`src/rtl/rrpc_pkg.sv`:
```
// Shared types and arithmetic for the round-robin phase correction controller.
// Assumes corrections never exceed the round length in magnitude.
package rrpc_pkg;

    localparam int NUM_SLOTS = 3;

    typedef logic [1:0] slot_idx_t;

    // Fold base + delta back into the range [0, period).
    function automatic int wrap_add(input int base, input int delta, input int period);
        int s;
        s = base + delta;
        if (s < 0)
            s = s + period;
        else if (s >= period)
            s = s - period;
        return s;
    endfunction

    // Successor of a slot index modulo three.
    function automatic slot_idx_t slot_succ(input slot_idx_t idx);
        return (idx == slot_idx_t'(NUM_SLOTS - 1)) ? slot_idx_t'(0) : idx + 1'b1;
    endfunction

endpackage

```
`src/rtl/rrpc_slot_bank.sv`:
```
// Three correction slots addressed by round index modulo three.
// Presents, as rd_data_o, the slot that the next commit will reuse. That slot
// is the oldest one. On commit the round index steps forward and the same slot
// is refilled with the new correction, or with zero if it is not valid.
// Assumes commit_i is a single-cycle strobe qualified by the clock.
module rrpc_slot_bank
    import rrpc_pkg::*;
#(
    parameter int CORR_W = 5
) (
    input  logic                     clk_i,
    input  logic                     rst_ni,
    input  logic                     commit_i,
    input  logic                     wr_vld_i,
    input  logic signed [CORR_W-1:0] wr_data_i,
    output logic signed [CORR_W-1:0] rd_data_o
);

    slot_idx_t                 idx_q;
    slot_idx_t                 idx_nxt;
    logic signed [CORR_W-1:0]  slot_q [NUM_SLOTS];
    logic signed [CORR_W-1:0]  wr_word;

    assign idx_nxt   = slot_succ(idx_q);
    assign wr_word   = wr_vld_i ? wr_data_i : '0;
    assign rd_data_o = slot_q[idx_nxt];

    // Round index register: advances once per commit.
    always_ff @(posedge clk_i) begin
        if (!rst_ni)
            idx_q <= '0;
        else if (commit_i)
            idx_q <= idx_nxt;
    end

    // One register per slot, rewritten only when its index comes up.
    for (genvar g = 0; g < NUM_SLOTS; g++) begin : g_slot
        always_ff @(posedge clk_i) begin
            if (!rst_ni)
                slot_q[g] <= '0;
            else if (commit_i && (idx_nxt == slot_idx_t'(g)))
                slot_q[g] <= wr_word;
        end
    end

endmodule

```
`src/rtl/rrpc_phase_ctr.sv`:
```
// Modulo-PERIOD phase counter with round-start and send strobes.
// On a ticked edge at PERIOD-1 it wraps and loads shift_i folded into range.
// Otherwise a ticked edge adds one. Strobes are registered single-cycle pulses.
// Assumes |shift_i| <= PERIOD.
module rrpc_phase_ctr
    import rrpc_pkg::*;
#(
    parameter int PERIOD  = 16,
    parameter int SEND_AT = 5,
    parameter int CORR_W  = 5,
    parameter int PW      = (PERIOD > 1) ? $clog2(PERIOD) : 1
) (
    input  logic                     clk_i,
    input  logic                     rst_ni,
    input  logic                     tick_i,
    input  logic signed [CORR_W-1:0] shift_i,
    output logic                     boundary_o,
    output logic [PW-1:0]            phase_o,
    output logic                     round_start_o,
    output logic                     send_o
);

    localparam logic [PW-1:0] LAST = PW'(PERIOD - 1);
    localparam logic [PW-1:0] SOFS = PW'(SEND_AT);

    logic [PW-1:0] ph_q;
    logic [PW-1:0] ph_d;
    logic          rs_q;
    logic          sd_q;
    logic          at_end;

    assign at_end     = (ph_q == LAST);
    assign boundary_o = tick_i && at_end;

    // Next phase: hold, step, or wrap with the retired correction folded in.
    always_comb begin
        ph_d = ph_q;
        if (tick_i) begin
            if (at_end)
                ph_d = PW'(wrap_add(0, int'(shift_i), PERIOD));
            else
                ph_d = ph_q + 1'b1;
        end
    end

    // State and strobe registers.
    always_ff @(posedge clk_i) begin
        if (!rst_ni) begin
            ph_q <= '0;
            rs_q <= 1'b0;
            sd_q <= 1'b0;
        end else begin
            ph_q <= ph_d;
            rs_q <= boundary_o;
            sd_q <= tick_i && (ph_d == SOFS);
        end
    end

    assign phase_o       = ph_q;
    assign round_start_o = rs_q;
    assign send_o        = sd_q;

endmodule

```
`src/rtl/rrpc_top.sv`:
```
// Round-robin phase correction controller, top level.
// Connects the three-slot correction store to the phase counter. At each
// boundary the oldest slot is applied and then refilled in the same edge.
// Assumes |corr_i| <= PERIOD and 0 <= SEND_AT < PERIOD.
module rrpc_top #(
    parameter int PERIOD  = 16,
    parameter int SEND_AT = 5,
    parameter int CORR_W  = 5,
    parameter int PW      = (PERIOD > 1) ? $clog2(PERIOD) : 1
) (
    input  logic                     clk_i,
    input  logic                     rst_ni,
    input  logic                     tick_i,
    input  logic                     corr_vld_i,
    input  logic signed [CORR_W-1:0] corr_i,
    output logic [PW-1:0]            phase_o,
    output logic                     round_start_o,
    output logic                     send_o
);

    logic                     boundary;
    logic signed [CORR_W-1:0] retired;

    rrpc_slot_bank #(
        .CORR_W (CORR_W)
    ) u_bank (
        .clk_i     (clk_i),
        .rst_ni    (rst_ni),
        .commit_i  (boundary),
        .wr_vld_i  (corr_vld_i),
        .wr_data_i (corr_i),
        .rd_data_o (retired)
    );

    rrpc_phase_ctr #(
        .PERIOD  (PERIOD),
        .SEND_AT (SEND_AT),
        .CORR_W  (CORR_W),
        .PW      (PW)
    ) u_ctr (
        .clk_i         (clk_i),
        .rst_ni        (rst_ni),
        .tick_i        (tick_i),
        .shift_i       (retired),
        .boundary_o    (boundary),
        .phase_o       (phase_o),
        .round_start_o (round_start_o),
        .send_o        (send_o)
    );

endmodule

```
`config.mk`:
```
export PLATFORM = sky130hd
export DESIGN_NAME = rrpc_top
export DESIGN_NICKNAME = d
export VERILOG_FILES = /design/src/rtl/rrpc_pkg.sv /design/src/rtl/rrpc_slot_bank.sv /design/src/rtl/rrpc_phase_ctr.sv /design/src/rtl/rrpc_top.sv
export SDC_FILE = /design/constraint.sdc
export NUM_CORES = 1
export LEC_CHECK = 0
export ABC_CLOCK_PERIOD_IN_PS = 2160
export CORE_MARGIN = 2
export CORE_UTILIZATION = 38
export CTS_CLUSTER_SIZE = 8
export DETAILED_ROUTE_END_ITERATION = 8
export DONT_BUFFER_PORTS = 1
export PLACE_DENSITY = 0.64
export SYNTH_ARGS = -nofsm -noshare
export SYNTH_HDL_FRONTEND = slang
export SYNTH_SLANG_ARGS = --single-unit
```
`constraint.sdc`:
```
create_clock -name clk_i -period 2.16 [get_ports clk_i]
set_input_delay 0.324 -clock clk_i [delete_from_list [all_inputs] [get_ports clk_i]]
set_output_delay 0.324 -clock clk_i [all_outputs]
set_load 0.05 [all_outputs]
```
Word level (Yosys, flattened, before mapping)
Memories as Yosys holds them, arrays and structs flattened.
Index checks and enable logic that the tools add are counted.
W data, S select, Z words.
- flip-flop bits (word level): 8
- RAM bits: 15
- bits of input ports: 9
- output and inout bits: 6
- word-level logic and storage cells: 44
- memories kept: 1
- memories (name ; depth ; bits a word ; read ports ; clocked after memory_dff ; write ports ; line ; text):
    u_bank.slot_q ; 3 ; 5 ; 1 ; 0 ; 3 ; rrpc_slot_bank.sv:21 ; logic signed [CORR_W-1:0] slot_q [NUM_SLOTS];
- $add $sub $neg: 4
- magnitude comparators: 2
- equal/unequal tests: 5
- mux-type cells: 19
- bitwise operators: 3
- reductions and logical operators: 6
- operators with widths (kind ; count):
    $mux W5 ; 4
    $mux W4 ; 4
    $mux W1 ; 10
    $add A4 B1 Y4 const B ; 2
    $ge A5 B6 Y1 const B ; 1
    $logic_and A1 B1 Y1 ; 5
    $lt A5 B1 Y1 const B ; 1
    $eq A2 B2 Y1 const B ; 2
    $eq A4 B3 Y1 const B ; 1
    $eq A4 B4 Y1 const B ; 1
    $sub A4 B1 Y4 const B ; 1
    $or A1 B1 Y1 ; 3
    $add A2 B1 Y2 const B ; 1
    $eq A2 B1 Y1 const B ; 1
    $logic_not A2 Y1 ; 1
    $mux W2 ; 1

Logic depth before layout (Yosys ltp)
Gate-level depths: netlist of run 1.
An unclocked memory read counts as a cell.
- depth after elaboration: 10
- gate-level depth with buffers: 5
- mapped depth without buffers: 5

Hierarchy
A second synthesis of run 1 with hierarchy kept.
- cells, all modules: 103
- area total of the unflattened synthesis: 1098.6 um^2
- by module, submodules not included (module ; instances ; cells each ; area each (um^2) ; seq. area each (um^2)):
    rrpc_slot_bank ; 1 ; 69 ; 790.8 ; 490.5
    rrpc_phase_ctr ; 1 ; 34 ; 307.8 ; 120.1

Worst setup path before layout of run 1
OpenSTA, ideal clock, no wires.
- path kind: reg2reg
- from: register u_ctr.ph_q[0], in the netlist u_ctr.phase_o[0]
- to: memory u_bank.slot_q[0][0], enable pin
- arrival: 1.653 ns
- data required time: 1.799 ns
- setup slack: 0.146 ns
- cell stages (with the launch flop): 4
- period minus slack after synthesis: 2.014 ns
- cell sequence: dfxtp_1 ha_1 nand4_2 o21ai_0
- RTL lines (item ; line ; text):
    from (decl) ; rrpc_phase_ctr.sv:26 ; logic [PW-1:0] ph_q;
    from (signal assigned) ; rrpc_phase_ctr.sv:53 ; ph_q <= ph_d;
    to (decl) ; rrpc_slot_bank.sv:21 ;

==> metrics.txt, run 1 <==
# TYPE chip_impl_metric gauge
chip_impl_metric{name="peakVddDrop",unit="V"} 0.000464
chip_impl_metric{name="die_area",unit="um^2"} 2880
chip_impl_metric{name="static-leakage-power",unit="uW"} 0.000374
chip_impl_metric{name="antenna_found_initial",unit=""} 0
chip_impl_info{name="crit_path_end_kind",value="register"} 1
chip_impl_metric{name="synth_seq_area_share",unit="%"} 55.5
chip_impl_info{name="kind_of_start_point_of_the_critical_path",value="register"} 1
chip_impl_metric{name="clock_tree.htree_level_count",unit=""} 1
chip_impl_metric{name="max_cap_viol_count",unit=""} 0
chip_impl_metric{name="placed_cell_area",unit="um^2"} 977
chip_impl_metric{name="core.rowCount",unit=""} 17
chip_impl_info{name="synth.most_common_cell",value="sky130_fd_sc_hd__nor2_1"} 1
chip_impl_metric{name="gpl.final_weighted_congestion",unit=""} 0.713
chip_impl_metric{name="remaining_drc_errors",unit=""} 0
chip_impl_metric{name="synth_edf_count",unit=""} 12
chip_impl_metric{name="inserted_diodes",unit=""} 0
chip_impl_metric{name="pins_over_slew_limit",unit=""} 0
chip_impl_metric{name="period_minus_slack",unit="ps"} 1750
chip_impl_info{name="crit_type",value="reg -> reg"} 1
chip_impl_metric{name="cts.path.max_buffers",unit=""} 2
chip_impl_metric{name="globalRouteOverflowTotal",unit=""} 0
chip_impl_info{name="hold_end",value="u_ctr.phase_o[3]"} 1
chip_impl_metric{name="avgSynthCellArea",unit="um^2"} 10.8
chip_impl_metric{name="worst_clk_skew",unit="ps"} 1.40
chip_impl_metric{name="finalSetupViolCount",unit=""} 0
chip_impl_info{name="rsz0062_at_grt",value="no"} 1
chip_impl_metric{name="die_w",unit="um"} 53.7
chip_impl_info{name="synth.top_cells.by_count",value="sky130_fd_sc_hd__nor2_1, sky130_fd_sc_hd__edfxtp_1, sky130_fd_sc_hd__nand2_1"} 1
chip_impl_metric{name="postRouteAntennaNets",unit=""} 0
chip_impl_metric{name="grt_start_max_net_pins",unit=""} 12
chip_impl_metric{name="initial_core_util",unit="%"} 41.2
chip_impl_info{name="cpMaxStageDelayCell",value="sky130_fd_sc_hd__dfxtp_1"} 1
chip_impl_info{name="crit-reg2reg-launch",value="u_ctr.phase_o[0]"} 1
chip_impl_metric{name="holdPathStages",unit=""} 1
chip_impl_metric{name="drt_wl_total",unit="um"} 1600
chip_impl_metric{name="clk_transition_reported_paths",unit="ps"} 110
chip_impl_info{name="most_instantiated_flip_flop_cell_in_the_synthesis_netlist",value="sky130_fd_sc_hd__edfxtp_1"} 1
chip_impl_metric{name="share_of_cells_above_drive_strength_1",unit="%"} 12.1
chip_impl_metric{name="postSynthRegisterBits",unit=""} 20
chip_impl_metric{name="reg2reg_slack",unit="ps"} 410
chip_impl_metric{name="final_hold_viol_count",unit=""} 0
chip_impl_info{name="clock_tree.root_cell",value="sky130_fd_sc_hd__clkbuf_4"} 1
chip_impl_metric{name="cts-resized-gates",unit=""} 0
chip_impl_info{name="status",value="finished clean"} 1
chip_impl_metric{name="place.detailed.hpwl",unit="um"} 1250
chip_impl_metric{name="grt.total_usage",unit="%"} 13.9
chip_impl_metric{name="yosysWarnings",unit=""} 0
chip_impl_metric{name="number_of_global_route_vias_before_repair",unit=""} 599
chip_impl_metric{name="critPathMaxStageDelay",unit="ps"} 350
chip_impl_metric{name="fmaxAchievable",unit="GHz"} 0.572
chip_impl_metric{name="setup_tns",unit="ps"} 0
chip_impl_metric{name="place.port_buffers",unit=""} 0
chip_impl_metric{name="cp_data_arrival_time",unit="ps"} 1750
chip_impl_info{name="leading_post_synthesis_cells_by_cell_area",value="sky130_fd_sc_hd__edfxtp_1, sky130_fd_sc_hd__dfxtp_1, sky130_fd_sc_hd__nor2_1, sky130_fd_sc_hd__nand2_1, sky130_fd_sc_hd__mux2i_1"} 1
chip_impl_metric{name="synthArstFlopShare",unit="%"} 0
chip_impl_metric{name="tritoncts.num_buffers",unit=""} 3
chip_impl_metric{name="critical_path.max_fanout",unit=""} 9
chip_impl_metric{name="worst-r2r-cell-count",unit=""} 4
chip_impl_metric{name="power_per_cell_area",unit="nW/um^2"} 661
chip_impl_info{name="path_cells",value="ha_1 > nand4_2 > nor3_1 > nand2b_1"} 1
chip_impl_metric{name="post-route-cell-area",unit="um^2"} 1000
chip_impl_metric{name="timing.final.crit_share",unit="%"} 81.0
chip_impl_metric{name="post-cts-setup-buffer-count",unit=""} 0
chip_impl_metric{name="floorplan.io_pins",unit=""} 15
chip_impl_metric{name="placeableCoreArea",unit="um^2"} 2280
chip_impl_metric{name="initialDrtViolationCount",unit=""} 5
chip_impl_info{name="min_from",value="rst_ni"} 1
chip_impl_metric{name="ctsHoldBuffers",unit=""} 0
chip_impl_metric{name="layout_nets",unit=""} 102
chip_impl_metric{name="synthesis.area",unit="um^2"} 937
chip_impl_metric{name="vias",unit=""} 637
chip_impl_info{name="hp-class",value="in -> reg"} 1
chip_impl_metric{name="die_y",unit="um"} 53.7
chip_impl_metric{name="synthDistinctLibCells",unit=""} 32
chip_impl_metric{name="grt_pass1_wl",unit="um"} 2750
chip_impl_metric{name="synthCells",unit=""} 87
chip_impl_info{name="cts_tree",value="done"} 1
chip_impl_metric{name="cp_data_required_time",unit="ps"} 2160
chip_impl_info{name="crit-reg2reg-capture",value="u_bank.slot_q[1][1]"} 1
chip_impl_metric{name="worst_slew_margin_rel",unit="%"} 64.2
chip_impl_metric{name="routed_wire_length_per_instance",unit="um"} 13.4
chip_impl_metric{name="route.detailed.vias_per_inst",unit=""} 5.35
chip_impl_metric{name="clock_insertion_delay_worst_skew",unit="ps"} 290
chip_impl_metric{name="detailedRoute.firstPassIterationCount",unit=""} 4
chip_impl_metric{name="cts.sinks",unit=""} 20
chip_impl_metric{name="post-synth-top-area-fraction",unit="%"} 38.5
chip_impl_metric{name="syn2layout_area_growth",unit="%"} 7.08
chip_impl_metric{name="mappedNetlistNets",unit=""} 97
chip_impl_metric{name="tightest_slew",unit="ps"} 532
chip_impl_info{name="synth_top_cell_by_area",value="sky130_fd_sc_hd__edfxtp_1"} 1
==> worst max-delay path: cells and delay by family, from the launching register on <==
kind / cells / cell delay [ps]
flip-flops: 1 / 350
AND/OR/NAND/NOR: 3 / 780
adder cells (fa/ha/maj): 1 / 310
==> state kept, by name, summed over array words and instances (netlist names) <==
signal / flops
u_bank.idx_q: 2
u_bank.slot_q: 12
u_ctr.phase_o: 4
u_ctr.round_start_o: 1
u_ctr.send_o: 1
==> how the worst max path moves through the flow <==
stage | from | to | slack, ps | depth (start not counted)
after global placement | u_ctr.phase_o[0] | u_bank.slot_q[0][3] | 450 | 3
final | u_ctr.phase_o[0] | u_bank.slot_q[1][1] | 410 | 4
after detailed placement | u_ctr.phase_o[0] | u_bank.slot_q[0][3] | 410 | 3
after floorplan | u_ctr.phase_o[0] | u_bank.slot_q[0][0] | 150 | 3
after global routing | u_ctr.phase_o[0] | u_bank.slot_q[0][3] | 230 | 3
after CTS | u_ctr.phase_o[0] | u_bank.slot_q[0][3] | 400 | 3
==> per-stage QoR <==
step                      hold slack [ps]  instances  worst slack, ps  utilization, %  total power (uW)
final                                 146        119              411            44.1               663
after CTS                             140        119              400            44.1               669
after floorplan                       462         87              146               -               477
after detailed placement              455        115              406            42.9               490
after global placement                452        115              446            42.9               489
after global routing                  130        119              226            44.1               691
==> final cells by class <==
type,count,area (um^2)
inverters,2,7.51
fillers,220,1270
well taps,28,35.0
multi-input cells,61,384
flip-flops and latches,20,520
clock buffers,4,26.3
repair buffers,4,30.0
==> power breakdown <==
group	total (uW)	switching (uW)	internal, uW
clock network	183	111	71.8
logic	60.0	39.1	20.9
registers	421	4.89	416
==> placed cells by master, fill, tap and decap left out <==
| cell | synthesis | routed |
|---|---|---|
| sky130_fd_sc_hd__nor2_1 | 15 | 15 |
| sky130_fd_sc_hd__edfxtp_1 | 12 | 12 |
| sky130_fd_sc_hd__nand2_1 | 11 | 11 |
| sky130_fd_sc_hd__dfxtp_1 | 8 | 8 |
| sky130_fd_sc_hd__buf_4 | 0 | 4 |
| sky130_fd_sc_hd__o21ai_0 | 3 | 3 |
| sky130_fd_sc_hd__mux2i_1 | 3 | 3 |
| sky130_fd_sc_hd__and2_1 | 3 | 3 |
| sky130_fd_sc_hd__clkbuf_4 | 0 | 3 |
| sky130_fd_sc_hd__inv_1 | 2 | 2 |
| sky130_fd_sc_hd__nand2b_1 | 2 | 2 |
| sky130_fd_sc_hd__nand3_1 | 2 | 2 |
| sky130_fd_sc_hd__o211ai_1 | 2 | 2 |
| sky130_fd_sc_hd__and3b_1 | 2 | 2 |
| sky130_fd_sc_hd__a21oi_1 | 2 | 2 |
| sky130_fd_sc_hd__nand4_2 | 1 | 1 |
| sky130_fd_sc_hd__nor3_1 | 1 | 1 |
| sky130_fd_sc_hd__mux2_4 | 1 | 1 |
| sky130_fd_sc_hd__o211a_1 | 1 | 1 |
| sky130_fd_sc_hd__nand4b_1 | 1 | 1 |
| sky130_fd_sc_hd__xor2_1 | 1 | 1 |
| sky130_fd_sc_hd__nor2_2 | 1 | 1 |
| sky130_fd_sc_hd__a32o_1 | 1 | 1 |
| sky130_fd_sc_hd__a311o_1 | 1 | 1 |
| sky130_fd_sc_hd__a41oi_1 | 1 | 1 |
| sky130_fd_sc_hd__a41oi_2 | 1 | 1 |
| sky130_fd_sc_hd__mux2_1 | 1 | 1 |
| sky130_fd_sc_hd__a31oi_1 | 1 | 1 |
| sky130_fd_sc_hd__a21o_1 | 1 | 1 |
| sky130_fd_sc_hd__nor4b_1 | 1 | 1 |
| sky130_fd_sc_hd__ha_1 | 1 | 1 |
| sky130_fd_sc_hd__clkbuf_1 | 1 | 1 |
==> cells by family (layout without fill, tap and decap cells) <==
kind of cell / after synthesis / count (layout) / synth area share [%]
AND/OR/NAND/NOR: 40 / 40 / 21.1
multiplexers: 5 / 5 / 6.01
buffers and inverters: 6 / 10 / 3.47
flip-flops: 20 / 20 / 55.5
adder cells (fa/ha/maj): 1 / 1 / 1.33
XOR/XNOR: 1 / 1 / 0.935
AO/OA/AOI/OAI: 14 / 14 / 11.6
==> layer usage <==
metal	wire, um	vias to the layer above	global-route usage (%)
met5	0	-	0
met4	37	0	7.69
met3	74	4	3.06
met2	755	14	21.5
met1	726	296	18.1
li1	-	323	-
Note: power is estimated with default switching activity, not from simulation.
==> run 2, diff against run 1 <==
- ABC_CLOCK_PERIOD_IN_PS: 2160 -> 1800
- clock period: 2.16 -> 1.8 ns (I/O delays scaled with it)
==> run 2 against run 1 <==
  * Largest power group unchanged
  * Clock skew increased by 2.0 ps
  * Largest cell class unchanged
  * Sequential share of layout area decreased by 0.59 points
  * Maximum frequency increased by 5.7%
==> metrics.txt, run 2 (synthesis gave the netlist of run 1 again) <==
# TYPE chip_impl_metric gauge
chip_impl_info{name="status",value="finished clean"} 1
chip_impl_metric{name="worst-r2r-cell-count",unit=""} 4
chip_impl_metric{name="peakVddDrop",unit="V"} 0.000546
chip_impl_info{name="crit_path_end_kind",value="register"} 1
chip_impl_metric{name="cts-resized-gates",unit=""} 0
chip_impl_metric{name="number_of_flip_flops_in_the_largest_register",unit=""} 12
chip_impl_metric{name="place.port_buffers",unit=""} 0
chip_impl_metric{name="final_cells",unit=""} 121
chip_impl_metric{name="ctsHoldBuffers",unit=""} 0
chip_impl_metric{name="initialDrtViolationCount",unit=""} 15
chip_impl_metric{name="globalRouteOverflowTotal",unit=""} 0
chip_impl_metric{name="placeableCoreArea",unit="um^2"} 2280
chip_impl_metric{name="timing.final.ws_setup",unit="ps"} 145
chip_impl_metric{name="inserted_diodes",unit=""} 0
chip_impl_metric{name="tritoncts.num_buffers",unit=""} 3
chip_impl_metric{name="syn2layout_area_growth",unit="%"} 9.08
chip_impl_metric{name="initial_core_util",unit="%"} 41.2
chip_impl_metric{name="die_y",unit="um"} 53.7
chip_impl_metric{name="place.detailed.hpwl",unit="um"} 1270
chip_impl_info{name="layout_common_cells",value="sky130_fd_sc_hd__nor2_1, sky130_fd_sc_hd__edfxtp_1, sky130_fd_sc_hd__nand2_1"} 1
chip_impl_metric{name="share_of_cells_above_drive_strength_1",unit="%"} 17.2
chip_impl_metric{name="holdPathStages",unit=""} 2
chip_impl_info{name="kind_of_start_point_of_the_critical_path",value="register"} 1
chip_impl_info{name="layout.cells.most_common",value="sky130_fd_sc_hd__nor2_1"} 1
chip_impl_metric{name="remaining_drc_errors",unit=""} 0
chip_impl_info{name="hold_end",value="u_ctr.phase_o[2]"} 1
chip_impl_metric{name="route.detailed.vias_per_inst",unit=""} 5.36
chip_impl_metric{name="final_hold_viol_count",unit=""} 0
chip_impl_metric{name="clock_tree.htree_level_count",unit=""} 1
chip_impl_metric{name="static-leakage-power",unit="uW"} 0.000386
chip_impl_info{name="hp-class",value="in -> reg"} 1
chip_impl_metric{name="layout_nets",unit=""} 104
chip_impl_metric{name="critical_path.max_fanout",unit=""} 8
chip_impl_metric{name="detailedPlace.worstSlack",unit="ps"} 169
chip_impl_metric{name="fmaxAchievable",unit="GHz"} 0.604
chip_impl_metric{name="period_minus_slack",unit="ps"} 1660
chip_impl_metric{name="core.rowCount",unit=""} 17
chip_impl_metric{name="pins_over_slew_limit",unit=""} 0
chip_impl_info{name="cts_tree",value="done"} 1
chip_impl_metric{name="antenna_found_initial",unit=""} 0
chip_impl_metric{name="drt_wl_total",unit="um"} 1700
chip_impl_metric{name="die_w",unit="um"} 53.7
chip_impl_metric{name="vias",unit=""} 649
chip_impl_metric{name="cts.sinks",unit=""} 20
chip_impl_metric{name="gpl.final_weighted_congestion",unit=""} 0.694
chip_impl_info{name="clock_tree.root_cell",value="sky130_fd_sc_hd__clkbuf_4"} 1
chip_impl_info{name="crit_type",value="reg -> reg"} 1
chip_impl_metric{name="power_per_cell_area",unit="nW/um^2"} 785
chip_impl_info{name="min_from",value="rst_ni"} 1
chip_impl_metric{name="power.internal",unit="uW"} 607
chip_impl_metric{name="timing.final.crit_share",unit="%"} 92.0
chip_impl_metric{name="routed_wire_length_per_instance",unit="um"} 14.1
chip_impl_metric{name="tightest_slew",unit="ps"} 494
chip_impl_metric{name="clock_insertion_delay_worst_skew",unit="ps"} 310
chip_impl_metric{name="worst_clk_skew",unit="ps"} 3.43
chip_impl_info{name="crit-reg2reg-launch",value="u_bank.idx_q[0]"} 1
chip_impl_metric{name="power.clock.fraction",unit="%"} 27.7
chip_impl_metric{name="netSwitchingFraction",unit="%"} 24.3
chip_impl_metric{name="die_area",unit="um^2"} 2880
chip_impl_metric{name="combPwrFrac",unit="%"} 9.0
chip_impl_metric{name="reg2reg_slack",unit="ps"} 140
chip_impl_metric{name="floorplan.io_pins",unit=""} 15
chip_impl_metric{name="finalSetupViolCount",unit=""} 0
chip_impl_info{name="largest-register",value="u_bank.slot_q"} 1
chip_impl_metric{name="post-cts-setup-buffer-count",unit=""} 0
chip_impl_metric{name="filler_cell_count",unit=""} 221
chip_impl_metric{name="seq_power_share",unit="%"} 63.2
chip_impl_metric{name="placed_cells_incl_taps",unit=""} 117
chip_impl_info{name="crit-reg2reg-capture",value="u_ctr.send_o"} 1
chip_impl_metric{name="cp_data_arrival_time",unit="ps"} 1850
chip_impl_metric{name="grt_start_max_net_pins",unit=""} 12
chip_impl_metric{name="setup_tns",unit="ps"} 0
chip_impl_info{name="rsz0062_at_grt",value="no"} 1
chip_impl_metric{name="cts.path.max_buffers",unit=""} 2
chip_impl_metric{name="grt_pass1_wl",unit="um"} 2880
chip_impl_metric{name="cp_data_required_time",unit="ps"} 2000
chip_impl_metric{name="grt.total_usage",unit="%"} 14.6
chip_impl_metric{name="max_cap_viol_count",unit=""} 0
chip_impl_metric{name="total_switching_power",unit="uW"} 195
chip_impl_metric{name="clk_transition_reported_paths",unit="ps"} 110
chip_impl_metric{name="detailedRoute.firstPassIterationCount",unit=""} 4
chip_impl_metric{name="number_of_global_route_vias_before_repair",unit=""} 597
chip_impl_metric{name="worst_slew_margin_rel",unit="%"} 67.0
chip_impl_metric{name="postRouteAntennaNets",unit=""} 0
==> run 2: changes by cell type in the layout (fill, tap and decap cells not counted), sizes merged <==
| cell | previous run | this run |
|---|---|---|
| clkbuf | 4 | 3 |
| clkinv | 0 | 1 |
| buf | 4 | 6 |
==> run 2: through the flow <==
step / util, % / instance area (um^2) / hold WS (ps) / power [uW]
floorplan: - / 941 / 408 / 574
global placement: 43.8 / 996 / 399 / 590
detailed placement: 43.8 / 996 / 407 / 591
CTS: 44.9 / 1020 / 75.1 / 809
global route: 44.9 / 1020 / 83.9 / 836
finish: 44.9 / 1020 / 89.0 / 802
==> run 2: worst max-delay path by stage <==
stage	startpoint	cells past startpoint	endpoint	slack, ps
final	u_bank.idx_q[0]	4	u_ctr.send_o	140
after detailed placement	u_ctr.phase_o[0]	5	u_bank.slot_q[2][1]	170
after CTS	u_bank.idx_q[0]	4	u_ctr.send_o	150
after floorplan	u_ctr.phase_o[0]	4	u_bank.slot_q[1][0]	3
after global placement	u_ctr.phase_o[0]	4	u_bank.slot_q[1][1]	220
after global routing	u_ctr.phase_o[0]	5	u_bank.slot_q[2][3]	20
==> run 2: power groups by stage <==
stage          combinational [uW]  clock, uW  sequential [uW]
2_1_floorplan                37.7          0              536
3_3_place_gp                 72.8          0              517
3_5_place_dp                 73.1          0              518
4_1_cts                      73.4        228              508
5_1_grt                      80.1        247              510
6_report                     72.5        222              507
==> run 2: per-layer routing <==
metal | track usage, % | vias up | share of wire, % | wire length, um
li1 | - | 323 | - | -
met1 | 19.8 | 302 | 47 | 792
met2 | 21.7 | 19 | 45 | 772
met3 | 2.50 | 5 | 5.2 | 89
met4 | 8.97 | 0 | 2.8 | 48
met5 | 0 | - | 0 | 0
==> run 2: area by class of cell <==
type	count	area (um^2)	share of cell area, %
sequential	20	524	51.3
multi-input combinational	61	384	37.6
timing repair buffer	6	45.0	4.41
tap	28	35.0	3.43
clock buffer	3	22.5	2.20
inverter	2	7.51	0.734
clock inverter	1	3.75	0.367
==> run 2: worst max-delay path: stages, from the launching register on <==
cell,delay [ps]
sky130_fd_sc_hd__dfxtp_1,550
sky130_fd_sc_hd__mux2_4,340
sky130_fd_sc_hd__mux2i_1,160
sky130_fd_sc_hd__o211ai_1,130
sky130_fd_sc_hd__nor4b_1,370
==> run 3, diff against run 2 <==
- CORE_UTILIZATION: 38 -> 40
- PLACE_DENSITY: 0.64 -> 0.66
==> run 3 against run 2 <==
  * Critical path type unchanged
  * Sequential share of layout area down 0.37 points
  * Final area up 0.73%
  * Clock skew up 8.1 ps
  * Clock power down 2%
  * Largest power group unchanged
  * Sequential power about the same
  * First-iteration DRC count unchanged
  * Combinational power down 0.6%
  * Power down 0.74%
  * Register-to-register slack better by 90 ps
  * Global-route usage down 0.85 points
==> metrics.txt, run 3 (synthesis gave the netlist of run 1 again) <==
# TYPE chip_impl_metric gauge
chip_impl_metric{name="cp_data_required_time",unit="ps"} 1810
chip_impl_metric{name="initialDrtViolationCount",unit=""} 15
chip_impl_metric{name="die_y",unit="um"} 52.4
chip_impl_metric{name="routed_wire_length_per_instance",unit="um"} 12.8
chip_impl_metric{name="worst_clk_skew",unit="ps"} 11.5
chip_impl_info{name="cpMaxStageDelayCell",value="sky130_fd_sc_hd__dfxtp_2"} 1
chip_impl_metric{name="power_per_cell_area",unit="nW/um^2"} 773
chip_impl_metric{name="floorplan.io_pins",unit=""} 15
chip_impl_metric{name="tritoncts.num_buffers",unit=""} 3
chip_impl_metric{name="die_area",unit="um^2"} 2750
chip_impl_metric{name="drt_wl_total",unit="um"} 1560
chip_impl_info{name="largest-register",value="u_bank.slot_q"} 1
chip_impl_info{name="clock_tree.root_cell",value="sky130_fd_sc_hd__clkbuf_4"} 1
chip_impl_metric{name="met2WireLength",unit="um"} 751
chip_impl_info{name="routed.top_layer",value="met4"} 1
chip_impl_metric{name="detailedRoute.firstPassIterationCount",unit=""} 4
chip_impl_metric{name="cts.sinks",unit=""} 20
chip_impl_metric{name="place.detailed.hpwl",unit="um"} 1210
chip_impl_metric{name="critPathMaxStageDelay",unit="ps"} 340
chip_impl_metric{name="number_of_global_route_vias_before_repair",unit=""} 603
chip_impl_metric{name="cts-resized-gates",unit=""} 0
chip_impl_metric{name="antenna_found_initial",unit=""} 0
chip_impl_info{name="cts_tree",value="done"} 1
chip_impl_metric{name="peakVddDrop",unit="V"} 0.000472
chip_impl_metric{name="initial_core_util",unit="%"} 42.4
chip_impl_metric{name="final_hold_viol_count",unit=""} 0
chip_impl_metric{name="critical_path.max_fanout",unit=""} 6
chip_impl_metric{name="filler_cell_count",unit=""} 221
chip_impl_metric{name="cts.path.max_buffers",unit=""} 2
chip_impl_metric{name="grt_pass1_wl",unit="um"} 2590
chip_impl_metric{name="ctsHoldBuffers",unit=""} 0
chip_impl_metric{name="fmaxAchievable",unit="GHz"} 0.640
chip_impl_metric{name="place.port_buffers",unit=""} 0
chip_impl_metric{name="static-leakage-power",unit="uW"} 0.000391
chip_impl_metric{name="syn2layout_area_growth",unit="%"} 9.88
chip_impl_metric{name="vias",unit=""} 632
chip_impl_info{name="crit_family",value="simple AND/OR/NAND/NOR gates"} 1
chip_impl_metric{name="cp_data_arrival_time",unit="ps"} 1570
chip_impl_metric{name="route.detailed.vias_per_inst",unit=""} 5.18
chip_impl_info{name="layout.cells.most_common",value="sky130_fd_sc_hd__nor2_1"} 1
chip_impl_metric{name="period_minus_slack",unit="ps"} 1560
chip_impl_info{name="rsz0062_at_grt",value="no"} 1
chip_impl_metric{name="final_core_density",unit="%"} 46.5
chip_impl_metric{name="worst_slew_margin_rel",unit="%"} 68.3
chip_impl_metric{name="post-cts-setup-buffer-count",unit=""} 0
chip_impl_metric{name="clock_insertion_delay_worst_skew",unit="ps"} 300
chip_impl_metric{name="clock_tree.htree_level_count",unit=""} 1
chip_impl_info{name="path_cells",value="ha_1 > nand4_2 > nor3_1 > nand2b_1"} 1
chip_impl_metric{name="critPathBufInv",unit=""} 0
chip_impl_info{name="layout_common_cells",value="sky130_fd_sc_hd__nor2_1, sky130_fd_sc_hd__edfxtp_1, sky130_fd_sc_hd__nand2_1"} 1
chip_impl_metric{name="tightest_slew",unit="ps"} 476
chip_impl_info{name="crit_path_end_kind",value="register"} 1
chip_impl_metric{name="postRouteAntennaNets",unit=""} 0
chip_impl_metric{name="wl_met1",unit="um"} 717
chip_impl_info{name="crit_type",value="reg -> reg"} 1
chip_impl_metric{name="finalSetupViolCount",unit=""} 0
chip_impl_metric{name="layout_nets",unit=""} 105
chip_impl_metric{name="clk_transition_reported_paths",unit="ps"} 120
chip_impl_info{name="kind_of_start_point_of_the_critical_path",value="register"} 1
chip_impl_metric{name="route.met3.wl",unit="um"} 76
chip_impl_metric{name="setup_tns",unit="ps"} 0
chip_impl_metric{name="core.rowCount",unit=""} 17
chip_impl_info{name="hp-class",value="in -> reg"} 1
chip_impl_metric{name="die_w",unit="um"} 52.4
chip_impl_metric{name="timing.final.crit_share",unit="%"} 86.8
chip_impl_metric{name="inserted_diodes",unit=""} 0
chip_impl_metric{name="max_cap_viol_count",unit=""} 0
chip_impl_metric{name="remaining_drc_errors",unit=""} 0
chip_impl_metric{name="globalRouteOverflowTotal",unit=""} 0
chip_impl_metric{name="share_of_cells_above_drive_strength_1",unit="%"} 18.1
chip_impl_metric{name="number_of_flip_flops_in_the_largest_register",unit=""} 12
chip_impl_info{name="status",value="finished clean"} 1
chip_impl_metric{name="pins_over_slew_limit",unit=""} 0
chip_impl_metric{name="grt.total_usage",unit="%"} 13.8
chip_impl_metric{name="gpl.final_weighted_congestion",unit=""} 0.724
chip_impl_metric{name="placeableCoreArea",unit="um^2"} 2210
chip_impl_metric{name="grt_start_max_net_pins",unit=""} 12
run 3: cell count changes in the layout (fill, tap and decap cells not counted):
cell	delta
sky130_fd_sc_hd__buf_4	+1
sky130_fd_sc_hd__clkbuf_1	+1
sky130_fd_sc_hd__clkinv_1	-1
run 3: path summary, 6_finish.rpt:
check,startpoint,end,cells after the start,slack (ps)
setup / recovery,u_ctr.phase_o[0],u_bank.slot_q[1][2],4,240
hold reg to reg,u_ctr.phase_o[2],u_ctr.phase_o[2],1,560
hold / removal,rst_ni,u_ctr.phase_o[2],2,100
setup reg to reg,u_ctr.phase_o[0],u_bank.slot_q[1][2],4,240
run 3: cell type report:
| type | count | area (um^2) | share of cell area [%] |
|---|---|---|---|
| clock buffer | 4 | 26.3 | 2.55 |
| timing repair buffer | 7 | 52.6 | 5.10 |
| inverter | 2 | 7.51 | 0.729 |
| multi-input combinational | 61 | 384 | 37.3 |
| sequential | 20 | 524 | 50.9 |
| tap | 28 | 35.0 | 3.40 |
run 3: report_power, final:
group | internal [uW] | leakage (uW) | switching (uW)
Clock | 86.1 | 0.0000150 | 131
Combinational | 26.1 | 0.000189 | 45.9
Sequential | 500 | 0.000187 | 6.96
Total | 612 | 0.000391 | 184
run 3: per-stage QoR:
| step | total power, uW | cells | instance area, um^2 | setup WS (ps) | hold WS (ps) |
|---|---|---|---|---|---|
| after CTS | 799 | 122 | 1030 | 208 | 95.2 |
| after detailed placement | 590 | 118 | 1000 | 211 | 407 |
| after global routing | 832 | 122 | 1030 | 66.2 | 101 |
| final | 796 | 122 | 1030 | 237 | 102 |
| after floorplan | 574 | 87 | 941 | 2.86 | 408 |
| after global placement | 589 | 118 | 1000 | 235 | 400 |
run 3: per-layer routing:
layer	track usage, %	up-vias
met5	0	-
met4	7.69	0
met3	4.29	2
met2	21.7	12
met1	16.6	291
li1	-	327
